### config.mk
export PLATFORM = sky130hd
export DESIGN_NAME = idx_port_lock
export DESIGN_NICKNAME = d
export VERILOG_FILES = /design/src/rtl/idx_port_lock.sv
export SDC_FILE = /design/constraint.sdc
export NUM_CORES = 1
export LEC_CHECK = 0
export CAP_MARGIN = 0
export CORE_UTILIZATION = 49
export DETAILED_ROUTE_END_ITERATION = 8
export PLACE_DENSITY = 0.77
export SYNTH_ARGS = -nofsm -noshare
export SYNTH_HDL_FRONTEND = slang
export SYNTH_SLANG_ARGS = --single-unit
### constraint.sdc
create_clock -name clk -period 3.45 [get_ports clk]
set_input_delay 0.345 -clock clk [delete_from_list [all_inputs] [get_ports clk]]
set_output_delay 0.345 -clock clk [all_outputs]
set_load 0.01 [all_outputs]
### src/rtl/idx_port_lock.sv
module idx_port_lock #(
  parameter int unsigned ADDR_W     = 16,
  parameter logic [15:0] PORT_INDEX = 16'h03C4,
  parameter logic [15:0] PORT_DATA  = 16'h03C5,
  parameter logic [7:0]  LOCK_IDX   = 8'h05,
  parameter logic [7:0]  KEY        = 8'h86,
  parameter logic [7:0]  ID_OPEN    = 8'h0B,
  parameter logic [7:0]  ID_SHUT    = 8'hF4,
  parameter int unsigned CMP_N      = 7,
  parameter logic [7:0]  EXT_BASE   = 8'h07,
  parameter int unsigned EXT_N      = 8
) (
  input  logic                 clk,
  input  logic                 rst_n,
  input  logic [ADDR_W-1:0]    io_addr,
  input  logic [7:0]           io_wdata,
  input  logic                 io_rd,
  input  logic                 io_wr,
  output logic [7:0]           io_rdata,
  output logic                 ext_open,
  output logic [CMP_N*8-1:0]   cmp_q,
  output logic [EXT_N*8-1:0]   ext_q
);
  localparam int unsigned CMP_SW = (CMP_N > 1) ? $clog2(CMP_N) : 1;
  localparam int unsigned EXT_SW = (EXT_N > 1) ? $clog2(EXT_N) : 1;
  localparam int unsigned CMP_PW = (1 << CMP_SW) * 8;
  localparam int unsigned EXT_PW = (1 << EXT_SW) * 8;
  localparam logic [8:0]  CMP_TOP = 9'(CMP_N);
  localparam logic [8:0]  EXT_LO  = 9'(EXT_BASE);
  localparam logic [8:0]  EXT_HI  = 9'(int'(EXT_BASE) + EXT_N);

  logic [7:0] index_q;
  logic       hit_idx, hit_dat, wr_idx, wr_dat;
  logic       sel_lock, sel_cmp, sel_ext;
  logic [8:0] idx9;
  logic [EXT_SW-1:0] ext_off;
  logic [CMP_PW-1:0] cmp_pad;
  logic [EXT_PW-1:0] ext_pad;
  logic [7:0] rd_val;

  assign hit_idx = (io_addr == ADDR_W'(PORT_INDEX));
  assign hit_dat = (io_addr == ADDR_W'(PORT_DATA));
  assign wr_idx  = io_wr && hit_idx;
  assign wr_dat  = io_wr && hit_dat;

  assign idx9     = {1'b0, index_q};
  assign sel_lock = (index_q == LOCK_IDX);
  assign sel_cmp  = (idx9 < CMP_TOP) && !sel_lock;
  assign sel_ext  = (idx9 >= EXT_LO) && (idx9 < EXT_HI);
  assign ext_off  = EXT_SW'(index_q - EXT_BASE);

  always_ff @(posedge clk or negedge rst_n) begin
    if (!rst_n)      index_q <= 8'h00;
    else if (wr_idx) index_q <= io_wdata;
  end

  always_ff @(posedge clk or negedge rst_n) begin
    if (!rst_n)                  ext_open <= 1'b0;
    else if (wr_dat && sel_lock) ext_open <= (io_wdata == KEY);
  end

  for (genvar i = 0; i < int'(CMP_N); i++) begin : g_cmp
    if (i == int'(LOCK_IDX)) begin : g_hole
      assign cmp_q[i*8 +: 8] = 8'h00;
    end else begin : g_reg
      logic [7:0] r;
      always_ff @(posedge clk or negedge rst_n) begin
        if (!rst_n)                               r <= 8'h00;
        else if (wr_dat && index_q == 8'(i))      r <= io_wdata;
      end
      assign cmp_q[i*8 +: 8] = r;
    end
  end

  for (genvar j = 0; j < int'(EXT_N); j++) begin : g_ext
    logic [7:0] r;
    always_ff @(posedge clk or negedge rst_n) begin
      if (!rst_n)                                                  r <= 8'h00;
      else if (wr_dat && ext_open && sel_ext && ext_off == EXT_SW'(j)) r <= io_wdata;
    end
    assign ext_q[j*8 +: 8] = r;
  end

  assign cmp_pad = CMP_PW'(cmp_q);
  assign ext_pad = EXT_PW'(ext_q);

  always_comb begin
    rd_val = 8'h00;
    if (sel_lock)
      rd_val = ext_open ? ID_OPEN : ID_SHUT;
    else if (sel_cmp)
      rd_val = cmp_pad[index_q[CMP_SW-1:0]*8 +: 8];
    else if (sel_ext && ext_open)
      rd_val = ext_pad[ext_off*8 +: 8];
  end

  assign io_rdata = !io_rd  ? 8'h00 :
                    hit_idx ? index_q :
                    hit_dat ? rd_val  : 8'h00;
endmodule

==> After elaboration in Yosys (flattened, before gate mapping) <==
Cells that the tools add are included.
{ "totals": {"inputBits": 28, "out_inout_bits": 129, "regBits": 121} }
{ "op_classes": {"shifts": 2, "n_eq_ne": 16, "n_lt_le_gt_ge": 3, "n_reduce_logical": 25, "n_addsub": 1, "mux": 7} }
{ "ops": {"columns": ["op", "count"], "rows": [
  ["64-bit by 7-bit indexed part select with 8-bit output", 2],
  ["8-bit two-way mux", 7],
  ["16-bit by 10-bit equality test with 1-bit output, second input constant", 2],
  ["8-bit by 3-bit equality test with 1-bit output, second input constant", 3],
  ["1-bit logical AND", 22],
  ["8-bit by 2-bit equality test with 1-bit output, second input constant", 2],
  ["3-bit equality test, second input constant", 4],
  ["8-bit by 1-bit equality test with 1-bit output, second input constant", 1],
  ["8-bit equality test, second input constant", 1],
  ["8-bit by 3-bit >= comparator with 1-bit output, second input constant", 1],
  ["8-bit zero test", 1],
  ["8-bit by 3-bit less-than comparator with 1-bit output, second input constant", 1],
  ["8-bit by 4-bit less-than comparator with 1-bit output, second input constant", 1],
  ["3-bit by 2-bit equality test with 1-bit output, second input constant", 2],
  ["3-bit by 1-bit equality test with 1-bit output, second input constant", 1],
  ["3-bit zero test", 1],
  ["3-bit subtractor, second input constant", 1],
  ["1-bit zero test", 1]
]} }

==> Longest topological paths before layout <==
{ "logic_depth": {"word_depth": 9, "ltp_mapped": 11, "mapped_depth_nobuf": 7} }

==> Least setup slack after synthesis <==
OpenSTA, ideal clock, no wires.
{ "synth_timing": {"path_type": "reg2out", "start": "register index_q[1]", "end": "output port io_rdata[0]", "n_path_buf": 4, "required_time_ps": 3105, "arrival_time_ps": 2901, "path_stages_with_launch": 11, "setup_slack_ps": 204, "path_cell_list": "dfrtp_1 > clkbuf_1 > buf_1 > inv_1 > ha_1 > clkbuf_1 > buf_1 > mux2_2 > o221ai_1 > o21ai_0 > a22o_1"} }
{ "synth_via": {"elab_chain_cells": 9, "elab_cells_between_ends": 17} }
{ "synth_lines": {"columns": ["item", "line_no", "text"], "rows": [
  ["from (decl)", "32", "logic [7:0] index_q;"],
  ["from (signal assigned)", "54", "else if (wr_idx) index_q <= io_wdata;"],
  ["branches (longest 5 deep; another with 3-bit subtractor)", null, null],
  ["8-bit two-way mux *", "89", "if (sel_lock)"],
  ["8-bit two-way mux *", "99", "hit_dat ? rd_val : 8'h00;"],
  ["8-bit two-way mux *", "98", "hit_idx ? index_q :"],
  ["8-bit two-way mux *", "97", "assign io_rdata = !io_rd ? 8'h00 :"],
  ["to (decl)", "19", "output logic [7:0] io_rdata,"]
]} }
Mark *: on every way between the ends.

==> Worst setup path after layout <==
{ "layout_timing": {"start": "register index_q[0]", "end": "output port io_rdata[7]"} }
Same word-level chain as after synthesis.

==> flow_summary.json <==
{
  "status": "finished clean",
  "grt_setup_unrepaired": "false",
  "power_density_mw_per_mm2": 409,
  "gr-total-overflow": 0,
  "vias": 4569,
  "rrSetupSlack_ns": 0.67,
  "clkPwrFrac_pct": 55.4,
  "start_kind": "register",
  "drt_pass1_iterations": 5,
  "setup-tns-final_ns": 0,
  "num_rows": 40,
  "clk_latency_ns": 0.41,
  "holdWs_ns": 0.0131,
  "setup_viol": 0,
  "ios": 157,
  "multi_input_area_mm2": 0.00286,
  "hold_violations": 0,
  "critPathCapture": "io_rdata[7]",
  "swShare_pct": 20.0,
  "vias_per_cell": 5.93,
  "synth_ff_type": "dfrtp_1",
  "avgSynthCellArea_um2": 13.3,
  "syn_area_mm2": 0.00605,
  "synth_area_leaders": "dfrtp_1 50%, mux2_2 25%, mux2i_1 6.6%",
  "irDropWorstVdd_mv": 0.281,
  "dieWidth_um": 113,
  "yosysTopAreaCell": "dfrtp_1",
  "grt_max_degree": 65,
  "io_buffers": 148,
  "drv_cap": 0,
  "path_clk_slew_ns": 0.05,
  "path_max_fanout": 16,
  "routedWlPerCell_um": 22.5,
  "power_leakage_nw": 3.74,
  "start_util_pct": 50.4,
  "synthCells": 456,
  "crit_path_end_kind": "output port",
  "p_comb_share_pct": 3.1,
  "antenna_found_initial": 0,
  "h-tree-depth": 4,
  "critPathSlowestCell": "clkdlybuf4s50_1",
  "n_antenna_cell": 0,
  "critPathRequiredTime_ns": 3.11,
  "die_h_um": 113,
  "rr_startpoint": "index_q[0]$_DFFE_PN0P_",
  "cts_tree": "yes",
  "synth_edf_count": 0,
  "ys_warn_count": 0,
  "switchingPower_mw": 0.686,
  "synth_cell_types": 43,
  "fmax_mhz": 299,
  "fillers": 876,
  "tightest_slew_ns": 0.831,
  "synthToLayoutAreaGrowth_pct": 38.4,
  "fin_cells": 770,
  "hp-class": "primary input to async pin",
  "period_share_pct": 97.0,
  "drv_slew": 0,
  "clock_tree.buffer_depth": 2,
  "clock_skew_ns": 0.00551,
  "crit_chain": "inv_1 > ha_2 > buf_12 > mux2i_1 > a22oi_1 > o221ai_1 > o21ai_0 > a22o_1 > clkdlybuf4s50_1",
  "ys_ff_latch": 121,
  "first_iter_violations": 257,
  "ant_nets": 0,
  "core_area_mm2": 0.0120,
  "dieArea_mm2": 0.0128,
  "numCtsBuffers": 17,
  "cts-root-buf": "clkbuf_16",
  "critPathMaxStageDelay_ns": 0.54,
  "finalCriticalPeriod_ns": 3.35,
  "drive_above_1_share_pct": 32.6,
  "seq_power_share_pct": 41.4,
  "wl_um": 17400,
  "track_usage_pct": 27.9,
  "layout.nets": 644,
  "slew_headroom_pct": 44.6,
  "p_int_mw": 2.74,
  "reg2reg_depth": 7,
  "r2r-end": "g_ext[7].r[1]$_DFFE_PN0P_",
  "yosysSeqAreaShare_pct": 50.0,
  "cts.sinks": 121,
  "cp-startpoint": "index_q[0]$_DFFE_PN0P_",
  "yosys.area.top_type_share_pct": 50.0,
  "critPathKind": "register to output port",
  "seq_area_mm2": 0.00303,
  "ys_async_sr_fraction_pct": 100,
  "placed_cells": 733,
  "drc_errors": 0,
  "arrival_ns": 3.00,
  "dp_hpwl_um": 11700,
  "gp_congestion": 0.923,
  "grt_pass1_vias": 4662,
  "grt_pass1_wl_um": 26500
}
-- state kept, by name (all words and copies together), names as in the netlist --
| register | flops |
|---|---|
| ext_open | 1 |
| index_q | 8 |
| g_ext.r | 64 |
| g_cmp.g_reg.r | 48 |
-- cells in the final DEF (no fill, tap or decap), drive strengths merged, types with 9 or more instances in the layout --
cell and instances:
o21ai 23, o221ai 9, clkbuf 26, buf 17, clkdlybuf4s50 147, mux2 136
dfrtp 121, mux2i 40
-- critical path, delay by kind of cell (launching register included) --
| kind | cells | cell delay [ns] |
|---|---|---|
| buffers and inverters | 3 | 0.82 |
| AOI/OAI and AO/OA | 4 | 0.81 |
| DFF | 1 | 0.42 |
| adders and majority gates | 1 | 0.40 |
| muxes | 1 | 0.13 |
-- synthesized netlist by cell type (2+ instances only) --
cell / n
dfrtp_1: 121
inv_1: 5
mux2_2: 136
nor4_1: 2
nand2_1: 5
buf_4: 8
nor4_4: 2
o31ai_1: 2
a22oi_1: 8
mux2i_1: 40
buf_2: 7
o21ai_0: 23
nor4b_1: 3
buf_1: 3
ha_1: 6
o221ai_1: 9
or4_1: 2
nand4_1: 3
and3b_1: 4
o22ai_1: 8
clkbuf_1: 16
nor2_1: 3
nand2_2: 2
buf_6: 3
and3_1: 5
nor2b_1: 2
a22o_1: 8
nand3_2: 5
-- final cells by class --
cell class / count / area share (%)
multi-input combinational: 299 / 34.2
tap: 147 / 2.20
sequential: 121 / 36.2
clock buffer: 25 / 5.92
timing repair buffer: 166 / 19.7
clock inverter: 7 / 1.64
inverter: 5 / 0.224
-- power by group through the flow --
| stage | sequential [mW] | combinational, mW | clock [mW] |
|---|---|---|---|
| 2_1_floorplan | 1.45 | 0.0279 | 0 |
| 3_3_place_gp | 1.45 | 0.105 | 0 |
| 3_5_place_dp | 1.45 | 0.107 | 0 |
| 4_1_cts | 1.42 | 0.108 | 1.90 |
| 5_1_grt | 1.42 | 0.117 | 1.98 |
| 6_report | 1.42 | 0.107 | 1.90 |
-- worst min-delay path by stage --
| stage | start | endpoint | slack [ns] | depth (start not counted) |
|---|---|---|---|---|
| 5_1_grt | rst_n | g_cmp[0].g_reg.r[1]$_DFFE_PN0P_ | 0.08 | 1 |
| 6_report | rst_n | g_cmp[0].g_reg.r[1]$_DFFE_PN0P_ | 0.01 | 1 |
| 3_3_place_gp | rst_n | g_cmp[0].g_reg.r[1]$_DFFE_PN0P_ | 0.47 | 1 |
| 4_1_cts | rst_n | g_cmp[0].g_reg.r[1]$_DFFE_PN0P_ | 0.06 | 1 |
| 2_1_floorplan | rst_n | ext_open$_DFFE_PN0P_ | 0.05 | 0 |
| 3_5_place_dp | rst_n | g_cmp[0].g_reg.r[1]$_DFFE_PN0P_ | 0.48 | 1 |
-- cell families after synthesis --
logic type	after synthesis	share of synthesized area, %
AOI/OAI and AO/OA	61	6.93
adders and majority gates	6	1.24
buffers and inverters	43	3.70
DFF	121	50.0
muxes	176	31.9
other	1	0.0620
and+or+nand+nor	48	6.10
-- layer usage --
metal	part of all wire [%]	global-route usage [%]	vias to the layer above
met5	0	0	-
met4	2.0	8.95	0
met3	7.9	6.64	25
met2	46	42.9	249
met1	44	38.9	2284
li1	-	-	2011
-- timing repair --
action,4_1_cts,5_1_grt
hold buffers,0,0
cloned,0,1
pin swaps,0,1
setup endpoints to repair,8,8
buffers inserted,0,4
resized for setup,3,8
-- metrics by stage --
stage	total power [mW]	cell area, um^2	setup WS, ns	utilization [%]
2_1_floorplan	1.47	6080	0.204	-
3_3_place_gp	1.55	7640	0.434	63.6
3_5_place_dp	1.55	7640	0.378	63.6
4_1_cts	3.43	8280	0.0525	69.0
5_1_grt	3.52	8380	0.0361	69.7
6_report	3.43	8380	0.105	69.7
(Power assumes the default switching activity.)
